**config.mk**
```make
export PLATFORM = sky130hd
export DESIGN_NAME = nand_ecc_engine
export DESIGN_NICKNAME = d
export VERILOG_FILES = /design/src/rtl/nand_ecc_pkg.sv /design/src/rtl/nand_ecc_parity.sv /design/src/rtl/nand_ecc_classify.sv /design/src/rtl/nand_ecc_engine.sv
export SDC_FILE = /design/constraint.sdc
export NUM_CORES = 1
export LEC_CHECK = 0
export BUFFER_PORTS_ARGS = -buffer_cell sky130_fd_sc_hd__buf_2
export CORE_UTILIZATION = 57
export DETAILED_ROUTE_END_ITERATION = 10
export PLACE_DENSITY = 0.81
export SYNTH_ARGS = -nofsm -noshare
export SYNTH_HDL_FRONTEND = slang
export SYNTH_SLANG_ARGS = --single-unit
```
**constraint.sdc**
```tcl
create_clock -name clk -period 7.3 [get_ports clk]
set_input_delay 0.365 -clock clk [delete_from_list [all_inputs] [get_ports clk]]
set_output_delay 0.365 -clock clk [all_outputs]
set_load 0.02 [all_outputs]
```
**src/rtl/nand_ecc_pkg.sv**
```systemverilog
package nand_ecc_pkg;

  // Block result classes reported on res_status
  typedef enum logic [1:0] {
    ECC_CLEAN = 2'd0,
    ECC_FIXED = 2'd1,
    ECC_FATAL = 2'd2,
    ECC_CODE  = 2'd3
  } ecc_stat_e;

  // address bits that select a bit inside a byte
  localparam int BIT_AW = 3;

  // mask of byte lanes whose bit index has bit j set
  function automatic logic [7:0] lane_mask(input int j);
    logic [7:0] m;
    for (int b = 0; b < 8; b++) m[b] = ((b >> j) & 1) == 1;
    return m;
  endfunction

endpackage

```
**src/rtl/nand_ecc_parity.sv**
```systemverilog
module nand_ecc_parity
  import nand_ecc_pkg::*;
#(
  parameter int BLK_AW = 9,
  localparam int PAIRS = BLK_AW + BIT_AW,
  localparam int CODE_W = 2 * PAIRS
) (
  input  logic              clk,
  input  logic              rst,
  input  logic              en,
  input  logic [BLK_AW-1:0] offset,
  input  logic [7:0]        data,
  output logic [CODE_W-1:0] code_next
);

  logic [CODE_W-1:0] acc;
  logic [CODE_W-1:0] contrib;
  logic [CODE_W-1:0] base;
  logic              byte_par;

  assign byte_par = ^data;

  generate
    // column pairs: parity over bit lanes of every byte
    for (genvar j = 0; j < BIT_AW; j++) begin : g_col
      localparam logic [7:0] M = lane_mask(j);
      assign contrib[2*j+1] = ^(data & M);
      assign contrib[2*j]   = ^(data & ~M);
    end
    // line pairs: whole-byte parity steered by the byte offset
    for (genvar i = 0; i < BLK_AW; i++) begin : g_line
      assign contrib[2*(BIT_AW+i)+1] = byte_par & offset[i];
      assign contrib[2*(BIT_AW+i)]   = byte_par & ~offset[i];
    end
  endgenerate

  // offset zero always opens a fresh block
  assign base      = (offset == '0) ? '0 : acc;
  assign code_next = base ^ contrib;

  always_ff @(posedge clk) begin
    if (rst)     acc <= '0;
    else if (en) acc <= code_next;
  end

endmodule

```
**src/rtl/nand_ecc_classify.sv**
```systemverilog
module nand_ecc_classify
  import nand_ecc_pkg::*;
#(
  parameter int PAIRS = 12,
  localparam int CODE_W = 2 * PAIRS
) (
  input  logic [CODE_W-1:0] stored,
  input  logic [CODE_W-1:0] computed,
  output ecc_stat_e         status,
  output logic [PAIRS-1:0]  err_pos
);

  logic [CODE_W-1:0] syn;
  logic [PAIRS-1:0]  pair_one;

  assign syn = stored ^ computed;

  generate
    for (genvar k = 0; k < PAIRS; k++) begin : g_pair
      assign pair_one[k] = syn[2*k] ^ syn[2*k+1];
      assign err_pos[k]  = syn[2*k+1];
    end
  endgenerate

  always_comb begin
    if (syn == '0)                                   status = ECC_CLEAN;
    else if (&pair_one)                              status = ECC_FIXED;
    else if ((syn & (syn - CODE_W'(1))) == '0)       status = ECC_CODE;
    else                                             status = ECC_FATAL;
  end

endmodule

```
**src/rtl/nand_ecc_engine.sv**
```systemverilog
module nand_ecc_engine
  import nand_ecc_pkg::*;
#(
  parameter int BLK_BYTES = 512,
  parameter int PAGE_BLKS = 4,
  localparam int BLK_AW  = $clog2(BLK_BYTES),
  localparam int IDX_W   = (PAGE_BLKS > 1) ? $clog2(PAGE_BLKS) : 1,
  localparam int PAGE_AW = BLK_AW + IDX_W,
  localparam int PAIRS   = BLK_AW + BIT_AW,
  localparam int CODE_W  = 2 * PAIRS
) (
  input  logic               clk,
  input  logic               rst,
  input  logic               in_valid,
  input  logic [7:0]         in_data,
  input  logic               in_first,
  input  logic [PAGE_AW-1:0] in_addr,
  input  logic               in_last,
  input  logic               in_read,
  input  logic [CODE_W-1:0]  in_stored,
  output logic               res_valid,
  output logic [IDX_W-1:0]   res_idx,
  output logic [CODE_W-1:0]  res_code,
  output logic [1:0]         res_status,
  output logic [BLK_AW-1:0]  res_byte,
  output logic [BIT_AW-1:0]  res_bit
);

  localparam logic [BLK_AW-1:0] LAST_OFF = BLK_AW'(BLK_BYTES - 1);

  logic              armed;
  logic [BLK_AW-1:0] cnt;
  logic [IDX_W-1:0]  idx;

  logic              start_ok;
  logic              accept;
  logic              blk_end;
  logic [BLK_AW-1:0] offset;
  logic [IDX_W-1:0]  cur_idx;
  logic [CODE_W-1:0] code_next;
  ecc_stat_e         cls_status;
  logic [PAIRS-1:0]  cls_pos;

  // framing: only an aligned access opens a block
  assign start_ok = in_valid && in_first && (in_addr[BLK_AW-1:0] == '0);
  assign accept   = in_valid && (armed || start_ok);
  assign offset   = start_ok ? '0 : cnt;
  assign cur_idx  = start_ok ? in_addr[PAGE_AW-1:BLK_AW] : idx;
  assign blk_end  = accept && (offset == LAST_OFF);

  always_ff @(posedge clk) begin
    if (rst) begin
      armed <= 1'b0;
      cnt   <= '0;
      idx   <= '0;
    end else if (accept) begin
      cnt   <= offset + 1'b1;
      idx   <= blk_end ? cur_idx + 1'b1 : cur_idx;
      armed <= !in_last;
    end
  end

  nand_ecc_parity #(.BLK_AW(BLK_AW)) u_parity (
    .clk       (clk),
    .rst       (rst),
    .en        (accept),
    .offset    (offset),
    .data      (in_data),
    .code_next (code_next)
  );

  nand_ecc_classify #(.PAIRS(PAIRS)) u_classify (
    .stored   (in_stored),
    .computed (code_next),
    .status   (cls_status),
    .err_pos  (cls_pos)
  );

  // result register, one cycle after the closing byte of a block
  always_ff @(posedge clk) begin
    if (rst) begin
      res_valid  <= 1'b0;
      res_idx    <= '0;
      res_code   <= '0;
      res_status <= ECC_CLEAN;
      res_byte   <= '0;
      res_bit    <= '0;
    end else begin
      res_valid <= blk_end;
      if (blk_end) begin
        res_idx  <= cur_idx;
        res_code <= code_next;
        if (in_read && cls_status == ECC_FIXED) begin
          res_status <= ECC_FIXED;
          res_byte   <= cls_pos[PAIRS-1:BIT_AW];
          res_bit    <= cls_pos[BIT_AW-1:0];
        end else begin
          res_status <= in_read ? cls_status : ECC_CLEAN;
          res_byte   <= '0;
          res_bit    <= '0;
        end
      end
    end
  end

endmodule

```
# Word level (Yosys, flattened, before mapping)
# Index checks and enable logic that the tools add are counted.
totals:
  elab_cells: 87
  register_bits: 77
  in_bits: 49
  out_inout_bits: 41
  ramBits: 0
  n_memories: 0
  latch_bits: 0
  rom_bits: 0
classes:
  eq_ne: 2
  shift: 0
  div: 0
  order_cmp: 0
  muxes: 11
  n_reduce_logical: 19
  addsub: 3
  n_bitwise: 42
  n_mul: 0
ops:
  columns: ["operator", "n"]
  rows:
  - ["8-bit XOR reduction", 7]
  - ["24-bit logical NOT", 2]
  - ["24-bit XOR", 2]
  - ["24-bit AND", 1]
  - ["24-bit 2-to-1 mux", 1]
  - ["24-bit by 1-bit subtractor with 24-bit output, second input constant", 1]
  - ["1-bit AND", 18]
  - ["9-bit logical NOT", 2]
  - ["9-bit 2-to-1 mux", 2]
  - ["2-bit 2-to-1 mux", 6]
  - ["12-bit AND reduction", 1]
  - ["1-bit XOR", 12]
  - ["9-bit by 1-bit adder with 9-bit output, second input constant", 1]
  - ["9-bit equality test, second input constant", 1]
  - ["1-bit NOT", 9]
  - ["1-bit logical AND", 5]
  - ["3-bit 2-to-1 mux", 1]
  - ["2-bit by 1-bit adder with 2-bit output, second input constant", 1]
  - ["2-bit by 1-bit equality test with 1-bit output, second input constant", 1]
  - ["1-bit logical NOT", 1]
  - ["1-bit logical OR", 1]
  - ["1-bit 2-to-1 mux", 1]

# Longest topological paths before layout
# Gate-level depths: netlist of the first run.
logic_depth:
  ltp_word: 16
  mapped_depth: 25
  depth_no_buf: 22

# Cells and area by module
# Synthesis of the first run repeated with hierarchy kept, for this count alone.
unflattened:
  hier_cells: 629
  hier_area_um2: 5019.8
modules_own_cells:
  columns: ["module", "area_per_inst_um2", "instances", "cells_each", "seq_area_each_um2"]
  rows:
  - ["nand_ecc_engine", 2218.4, 1, 272, 1061.0]
  - ["nand_ecc_parity", 1975.6, 1, 251, 480.5]
  - ["nand_ecc_classify", 825.8, 1, 106, 0.0]

# Worst setup path before layout of the first run
# No wires, ideal clock.
synth_timing:
  kind: "input to register"
  startpoint: "in in_addr[4]"
  endpoint: "reg res_status[0]"
  arrival_time_ns: 5.052
  required_time_ns: 7.216
  path_buffers: 4
  slack_ns: 2.163
  cell_stages: 25
  path_cell_list: "nor4_2 nand3_1 buf_2 and2_1 inv_1 ha_1 or4b_1 clkbuf_1 nor2_2 nor2_1 buf_2 buf_1 nand2_1 xor2_1 xor2_1 inv_1 ha_1 nand4_1 o21ai_0 nor3_1 o211ai_1 a2111o_1 nor4b_1 o2111ai_1 o31ai_2"
synth_between:
  elab_chain_len: 16
  word_cells_on_any_way: 62
  cone_classes: "1 x add/sub; 2 x eq/ne; 7 x mux; 42 x bitwise; 10 x reduce/logical"
synth_lines:
  columns: ["element", "line_no", "source"]
  rows:
  - ["start: declaration", "nand_ecc_engine.sv:17", "input logic [PAGE_AW-1:0] in_addr,"]
  - ["9-bit logical NOT *", "nand_ecc_engine.sv:45", "assign start_ok = in_valid && in_first && (in_addr[BLK_AW-1:0] == '0);"]
  - ["1-bit logical AND *", "nand_ecc_engine.sv:45", null]
  - ["9-bit 2-to-1 mux", "nand_ecc_engine.sv:47", "assign offset = start_ok ? '0 : cnt;"]
  - ["9-bit logical NOT or 1-bit NOT (tied branches)", "nand_ecc_parity.sv:38, nand_ecc_parity.sv:33", null]
  - ["24-bit 2-to-1 mux or 1-bit AND (tied branches)", "nand_ecc_parity.sv:38, nand_ecc_parity.sv:33", null]
  - ["24-bit XOR", "nand_ecc_parity.sv:39", "assign code_next = base ^ contrib;"]
  - ["24-bit XOR", "nand_ecc_classify.sv:16", "assign syn = stored ^ computed;"]
  - ["24-bit by 1-bit subtractor with 24-bit output", "nand_ecc_classify.sv:28", "else if ((syn & (syn - CODE_W'(1))) == '0) status = ECC_CODE;"]
  - ["24-bit AND", "nand_ecc_classify.sv:28", null]
  - ["24-bit logical NOT", "nand_ecc_classify.sv:28", null]
  - ["1-bit 2-to-1 mux", "nand_ecc_classify.sv:28", null]
  - ["2-bit 2-to-1 mux", "nand_ecc_classify.sv:27", "else if (&pair_one) status = ECC_FIXED;"]
  - ["2-bit 2-to-1 mux", "nand_ecc_classify.sv:26", "if (syn == '0) status = ECC_CLEAN;"]
  - ["2-bit by 1-bit equality test with 1-bit output", "nand_ecc_engine.sv:93", "if (in_read && cls_status == ECC_FIXED) begin"]
  - ["1-bit logical AND", "nand_ecc_engine.sv:93", null]
  - ["2-bit 2-to-1 mux", "nand_ecc_engine.sv:93", null]
  - ["end signal: assignment", "nand_ecc_engine.sv:98", "res_status <= in_read ? cls_status : ECC_CLEAN;"]
  - ["end: declaration", "nand_ecc_engine.sv:24", "output logic [1:0] res_status,"]
# Mark *: on every way between the ends. The rest lies on a longest branch, timed or not.
# A chain may end at the register's enable or synchronous reset.

# Worst setup path in the final report of the first run
layout_timing:
  startpoint: "in in_addr[0]"
  endpoint: "reg res_status[0]"
# The elaborated chain is that of the path after synthesis.

==> summary.md, run 1 <==
| Metric | Value |
|---|---|
| First-pass GRT wire length | `21.23 mm` |
| # fillers | `709` |
| Worst Clk Skew | `0.009599 ns` |
| Most common cell after layout, fill and taps aside | `buf_2` |
| Period minus WS final | `5.682 ns` |
| Crit Path Class | `primary input to flop` |
| Slew Limit Fails | `0` |
| Peak fanout along the critical path | `20` |
| Critical path origin | `in_addr[0]` |
| Final Hold Vio Count | `0` |
| GRT Total Usage | `30.85%` |
| Core ar. | `8258 um^2` |
| Share of layout cells above drive strength 1 | `19.10%` |
| CTS tree | `yes` |
| Slowest stage delay, CP | `0.62 ns` |
| Slew @ Worst Pin | `1.158 ns` |
| R2R Path Start | `cnt[0]` |
| Psw | `373.8 uW` |
| CP top delay family | `simple AND/OR/NAND/NOR gates` |
| Max-cap violations | `0` |
| Synth Flop Type | `dfxtp_1` |
| CTS resizes | `0` |
| Min-delay worst type | `primary input to flop` |
| Clock power share | `30.1%` |
| Clock Path Buffers | `2` |
| Die area | `8993 um^2` |
| Total power | `1084 uW` |
| FP Rows | `33` |
| Status | `finished clean` |
| Routed Wire Length | `13.21 mm` |
| Pwr Density | `194.0 nW/um^2` |
| Async S/R FF share, synth | `0%` |
| Crit start category | `primary input` |
| Setup Total Neg Slack | `0 ns` |
| Pint | `709.8 uW` |
| Critical-path cell with the highest stage delay | `or4b_1` |
| Starting DRT DRC Count | `284` |
| Vias in the first global route | `4430` |
| Worst endpoint required time | `7.57 ns` |
| Initial core utilization | `59.48%` |
| Clock buffer count from CTS | `9` |
| Vias | `4690` |
| Die X | `94.83 um` |
| Peak VDD IR | `0.1032 mV` |
| # H-tree levels | `3` |
| Vias per cell | `5.892` |
| Drc violations | `0` |
| Setup Viol. Count Final | `0` |
| GPL Wtd Cong | `0.9390` |
| Min-delay src | `in_last` |
| Clock sinks | `77` |
| Unique masters post-synth | `60` |
| GRT Residual Overflow | `0` |
| Syn Nets | `682` |
| Die Y | `94.83 um` |
| First-pass DRT Iterations | `5` |
| Sw Ratio | `34.50%` |
| Syn Area/Cell | `7.974 um^2` |
| Synth Cell Area | `4912 um^2` |
| FF+latch count, synth | `77` |
| Antenna Cells | `0` |
| Mapped Cells | `616` |
| CTS hold repair buffers | `0` |
| CTS root buf | `clkbuf_8` |
| Ys Warns | `0` |
| Antenna viol nets, final | `0` |
| DP Wirelength | `9.765 mm` |
| CP Capture Type | `flop` |
| Rel. slew slack | `22.60%` |
| Synth-to-Final Area Change | `13.70%` |
| Period utilisation layout | `77.84%` |
| Gate power share | `31.2%` |
| IO Port Bufs | `89` |
| Number of synthesized flops with an enable pin | `0` |
| Fin cells | `796` |
| Flop pwr share | `38.7%` |
| Largest net degree at the start of global routing | `79` |
| Sequential area share after synthesis | `31.38%` |
| Worst-Skew Late Latency | `0.36 ns` |
| CP bufs+invs | `5` |
| Avg WL per Cell | `16.60 um` |
| Ports | `90` |
| Nets | `753` |
| Placed instance count | `781` |
| Critical Path AT | `5.96 ns` |
| Number of post-CTS setup repair buffers | `0` |
| Most frequent cells in the layout | `buf_2 (89), nor2_1 (77), dfxtp_1 (77)` |
| CTS clk-pin slew, worst paths | `0.08 ns` |
| Antenna violations before repair | `0` |
| P_leak | `0.002205 uW` |
| Fmax | `0.1760 GHz` |
| Unrepaired setup endpoints after global routing | `no` |
cell type report:
type	count	area [um^2]	area share (%)
Timing Repair Buffer	96	498.0	8.916
Sequential cell	77	1541	27.60
Clock buffer	11	141.4	2.531
Inverter	19	71.32	1.277
Multi-Input combinational cell	484	3153	56.45
Tap cell	105	131.4	2.352
Clock inverter	4	48.80	0.8737
worst register-to-register path: stages (launching register included):
cell and delay (ns):
dfxtp_1 0.36, and2_1 0.17, inv_1 0.17, ha_1 0.22, or4b_1 0.62, nor2_2 0.32
nor2_1 0.16, buf_4 0.22, nand2_1 0.17, xor2_1 0.31, xnor2_1 0.20, inv_1 0.07
ha_1 0.19, and3_1 0.18, nand4_1 0.16, o21ai_0 0.17, nor3_1 0.17, o211ai_1 0.12
a2111o_1 0.35, nor4b_1 0.33, o2111ai_1 0.18, o31ai_2 0.26
sequential cells by signal, indices dropped and copies added (netlist names):
register and count:
u_parity.acc 24, cnt 9, res_status 2, res_idx 2, idx 2, res_valid 1, res_code 24, res_bit 3
res_byte 9, armed 1
cells in the mapped netlist, types with 3 or more instances:
library cell	n	area (um^2)
nand2_1	69	259.0
a211oi_1	21	157.7
o21a_1	7	52.55
nor2_1	77	289.0
nand3_1	30	150.1
nor3_1	14	70.07
xor2_1	26	227.7
and3_1	7	43.79
nor2b_1	3	18.77
buf_1	4	15.01
xnor2_1	43	376.6
ha_1	17	212.7
inv_1	19	71.32
nor4_2	3	37.54
and4_1	3	26.28
nand3b_1	7	52.55
buf_2	5	25.02
a22oi_1	12	90.09
clkbuf_1	26	97.59
and2_1	7	43.79
a21oi_1	53	265.3
a221oi_1	3	26.28
dfxtp_1	77	1541
a311oi_1	5	43.79
nand4_1	14	87.58
o21ai_0	18	90.09
per-stage QoR:
step / hold WS, ns / area (um^2) / utilization, % / setup WS, ns
2_1_floorplan: 0.4321 / 4912 / - / 2.163
3_3_place_gp: 0.4371 / 5395 / 65.33 / 1.602
3_5_place_dp: 0.4443 / 5395 / 65.33 / 1.354
4_1_cts: 0.1829 / 5585 / 67.64 / 1.675
5_1_grt: 0.1829 / 5585 / 67.64 / 1.077
6_report: 0.1868 / 5585 / 67.64 / 1.618
layer usage:
| metal | up-vias | wire length [um] | global-route usage, % |
|---|---|---|---|
| met3 | 26 | 872 | 4.992 |
| li1 | 2293 | - | - |
| met1 | 2202 | 5482 | 37.70 |
| met2 | 169 | 6545 | 53.60 |
| met4 | 0 | 311 | 12.50 |
| met5 | - | 0 | 0 |
power groups by stage:
stage | sequential (uW) | combinational (uW) | clock [uW]
4_1_cts | 420 | 333 | 328
5_1_grt | 420 | 373 | 346
6_report | 420 | 338 | 326
3_3_place_gp | 430 | 326 | 0
3_5_place_dp | 430 | 330 | 0
2_1_floorplan | 430 | 248 | 0
worst paths after layout:
kind                                      end  depth (start not counted)  slack [ns]
worst max-delay path            res_status[0]                         25        1.62
worst min-delay path                    armed                          2        0.19
worst max register to register  res_status[0]                         21        2.11
worst min register to register    res_byte[3]                          2        0.46
kinds of logic after synthesis:
kind of cell / count (synthesis) / synth area share, %
mux: 1 / 0.2292
xor+xnor: 80 / 17.19
simple gates: 251 / 24.66
buf+inv: 55 / 4.483
flops: 77 / 31.38
compound gates: 135 / 17.73
fa+ha+maj: 17 / 4.330
(Power assumes the default switching activity.)
==> run 2, diff against run 1 <==
- clock period: 7.3 -> 5.67 ns (I/O delays scaled with it)
==> run 2 against run 1 <==
Compared with the run above: final cell count increased by 0.75%; first-iteration DRC count decreased by 9.5%; design area increased by 0.72%; worst hold slack got worse by 0.090 ns; clock power increased by 24%; sequential cell count unchanged; clock-buffer cell count unchanged; wire length increased by 0.12%; combinational power increased by 31%; register-to-register slack got worse by 1.3 ns; sequential share of layout area decreased by 0.20 points; critical endpoint unchanged.
==> summary.md, run 2 (same netlist as run 1, synthesis figures left out) <==
| Metric | Value |
|---|---|
| Clock buffer count from CTS | `9 (unchanged)` |
| CTS hold repair buffers | `0 (unchanged)` |
| Final Hold Vio Count | `0 (unchanged)` |
| Period minus WS final | `5.165 ns` |
| Slew @ Worst Pin | `0.8363 ns (was 1.158 ns)` |
| Worst endpoint required time | `5.95 ns (was 7.57 ns)` |
| Clock power share | `29.1% (was 30.1%)` |
| Setup Total Neg Slack | `0 ns (unchanged)` |
| Status | `finished clean (unchanged)` |
| GPL Wtd Cong | `0.9970 (was 0.9390)` |
| Routed Wire Length | `13.23 mm (was 13.21 mm)` |
| Max-cap violations | `0 (unchanged)` |
| Min-delay worst type | `primary input to flop (unchanged)` |
| Gate power share | `32.0% (was 31.2%)` |
| Slowest stage delay, CP | `0.64 ns (was 0.62 ns)` |
| Most frequent cells in the layout | `buf_2 (89), dfxtp_1 (77), nor2_1 (76) (was buf_2 (89), nor2_1 (77), dfxtp_1 (77))` |
| Number of post-CTS setup repair buffers | `0 (unchanged)` |
| Rel. slew slack | `44.25% (was 22.60%)` |
| Initial core utilization | `59.48% (unchanged)` |
| CTS root buf | `clkbuf_8 (unchanged)` |
| DP Area | `5435 um^2 (was 5395 um^2)` |
| Fin cells | `802 (was 796)` |
| Clock Path Buffers | `2 (unchanged)` |
| Peak VDD IR | `0.1367 mV (was 0.1032 mV)` |
| Clock sinks | `77 (unchanged)` |
| Starting DRT DRC Count | `257 (was 284)` |
| Biggest regs | `res_code: 24 flops, u_parity.acc: 24 flops (unchanged)` |
| CP Capture Type | `flop (unchanged)` |
| Ports | `90 (unchanged)` |
| Peak fanout along the critical path | `13 (was 20)` |
| Worst Clk Skew | `0.008872 ns (was 0.009599 ns)` |
| Vias per cell | `5.921 (was 5.892)` |
| CTS tree | `yes (unchanged)` |
| Most common cell after layout, fill and taps aside | `buf_2 (unchanged)` |
| CTS clk-pin slew, worst paths | `0.09 ns (was 0.08 ns)` |
| GRT Total Usage | `30.43% (was 30.85%)` |
| Critical Path AT | `5.44 ns (was 5.96 ns)` |
| Drc violations | `0 (unchanged)` |
| Die area | `8993 um^2 (unchanged)` |
| Crit start category | `primary input (unchanged)` |
| Pwr Density | `246.7 nW/um^2 (was 194.0 nW/um^2)` |
| Vias in the first global route | `4439 (was 4430)` |
| Largest net degree at the start of global routing | `79 (unchanged)` |
| Setup Viol. Count Final | `0 (unchanged)` |
| Psw | `496.2 uW (was 373.8 uW)` |
| First-pass DRT Iterations | `5 (unchanged)` |
| Die Y | `94.83 um (unchanged)` |
| Flop pwr share | `38.9% (was 38.7%)` |
| Vias | `4749 (was 4690)` |
| Antenna Cells | `0 (unchanged)` |
| Avg WL per Cell | `16.49 um (was 16.60 um)` |
| Sw Ratio | `35.76% (was 34.50%)` |
| Pint | `891.3 uW (was 709.8 uW)` |
| Design Area, Final | `5625 um^2 (was 5585 um^2)` |
| Worst-Skew Late Latency | `0.35 ns (was 0.36 ns)` |
| Fmax | `0.1936 GHz` |
| Share of layout cells above drive strength 1 | `20.09% (was 19.10%)` |
| CP bufs+invs | `4 (was 5)` |
| IO Port Bufs | `89 (unchanged)` |
| Critical-path cell with the highest stage delay | `or4b_1 (unchanged)` |
| Core Util, Final | `68.12% (was 67.64%)` |
| Placed instance count | `786 (was 781)` |
| Nets | `758 (was 753)` |
| DP Wirelength | `9.758 mm (was 9.765 mm)` |
| First-pass GRT wire length | `21.26 mm (was 21.23 mm)` |
| GRT Residual Overflow | `0 (unchanged)` |
| FP Rows | `33 (unchanged)` |
| CP top delay family | `simple AND/OR/NAND/NOR gates (unchanged)` |
| Core ar. | `8258 um^2 (unchanged)` |
| Antenna viol nets, final | `0 (unchanged)` |
| # H-tree levels | `3 (unchanged)` |
| Antenna violations before repair | `0 (unchanged)` |
| Crit-path cells | `buf_2 -> nor4_2 -> nand3_1 -> and2_1 -> inv_1 -> ha_1 -> or4b_1 -> nor2_4 -> nor2_1 -> buf_4 -> nand2_1 -> xor2_2 -> xnor2_1 -> inv_1 -> ha_1 -> and2_1 -> nand4_1 -> o21ai_0 -> nor3_1 -> o211ai_1 -> a2111o_1 -> nor4b_1 -> o2111ai_1 -> o31ai_2` |
| Synth-to-Final Area Change | `14.52% (was 13.70%)` |
| Crit Path Class | `primary input to flop (unchanged)` |
| Period utilisation layout | `91.09%` |
| P_leak | `0.002224 uW (was 0.002205 uW)` |
| Slew Limit Fails | `0 (unchanged)` |
| Die X | `94.83 um (unchanged)` |
==> run 2: final timing paths <==
path / slack [ns] / to / cells past startpoint / startpoint
worst max register to register: 0.77 / res_status[0] / 20 / cnt[0]
worst min register to register: 0.46 / u_parity.acc[0] / 2 / u_parity.acc[0]
worst max-delay path: 0.51 / res_status[0] / 24 / in_addr[0]
worst min-delay path: 0.1 / armed / 2 / in_last
==> run 2: metrics by stage <==
| step | hold slack (ns) | setup slack (ns) | power (uW) |
|---|---|---|---|
| after detailed placement | 0.4465 | 0.1416 | 989.2 |
| final | 0.09729 | 0.5050 | 1388 |
| after CTS | 0.09547 | 0.4670 | 1384 |
| after global routing | 0.1146 | -0.005076 | 1452 |
| after floorplan | 0.3781 | 0.6150 | 871.8 |
| after global placement | 0.4364 | 0.4056 | 984.9 |
==> run 2: metal layers <==
layer / track usage (%) / part of all wire (%) / vias up / routed length [um]
met3: 3.543 / 5.5 / 36 / 722
met1: 38.81 / 43 / 2221 / 5705
li1: - / - / 2309 / -
met2: 51.44 / 48 / 183 / 6381
met4: 13.38 / 3.2 / 0 / 418
met5: 0 / 0 / - / 0
==> run 2: final cells by class <==
type	count	area [um^2]
multi-input combinational	484	3161
clock inverter	5	33.78
sequential	77	1541
fill	742	2633
tap	105	131.4
clock buffer	11	151.4
inverter	19	71.32
timing repair buffer	101	535.5
==> run 2: what timing repair did <==
| action | in CTS | in global routing |
|---|---|---|
| endpoints found under the hold margin | 0 | 0 |
| endpoints found under the setup margin | 0 | 1 |
| gates resized for setup | 0 | 1 |
==> run 2: power groups by stage <==
stage,combinational [uW],clock [uW],sequential [uW]
after floorplan,319,0,553
after global placement,432,0,553
after detailed placement,436,0,553
after CTS,439,405,540
after global routing,487,424,540
final,444,404,540
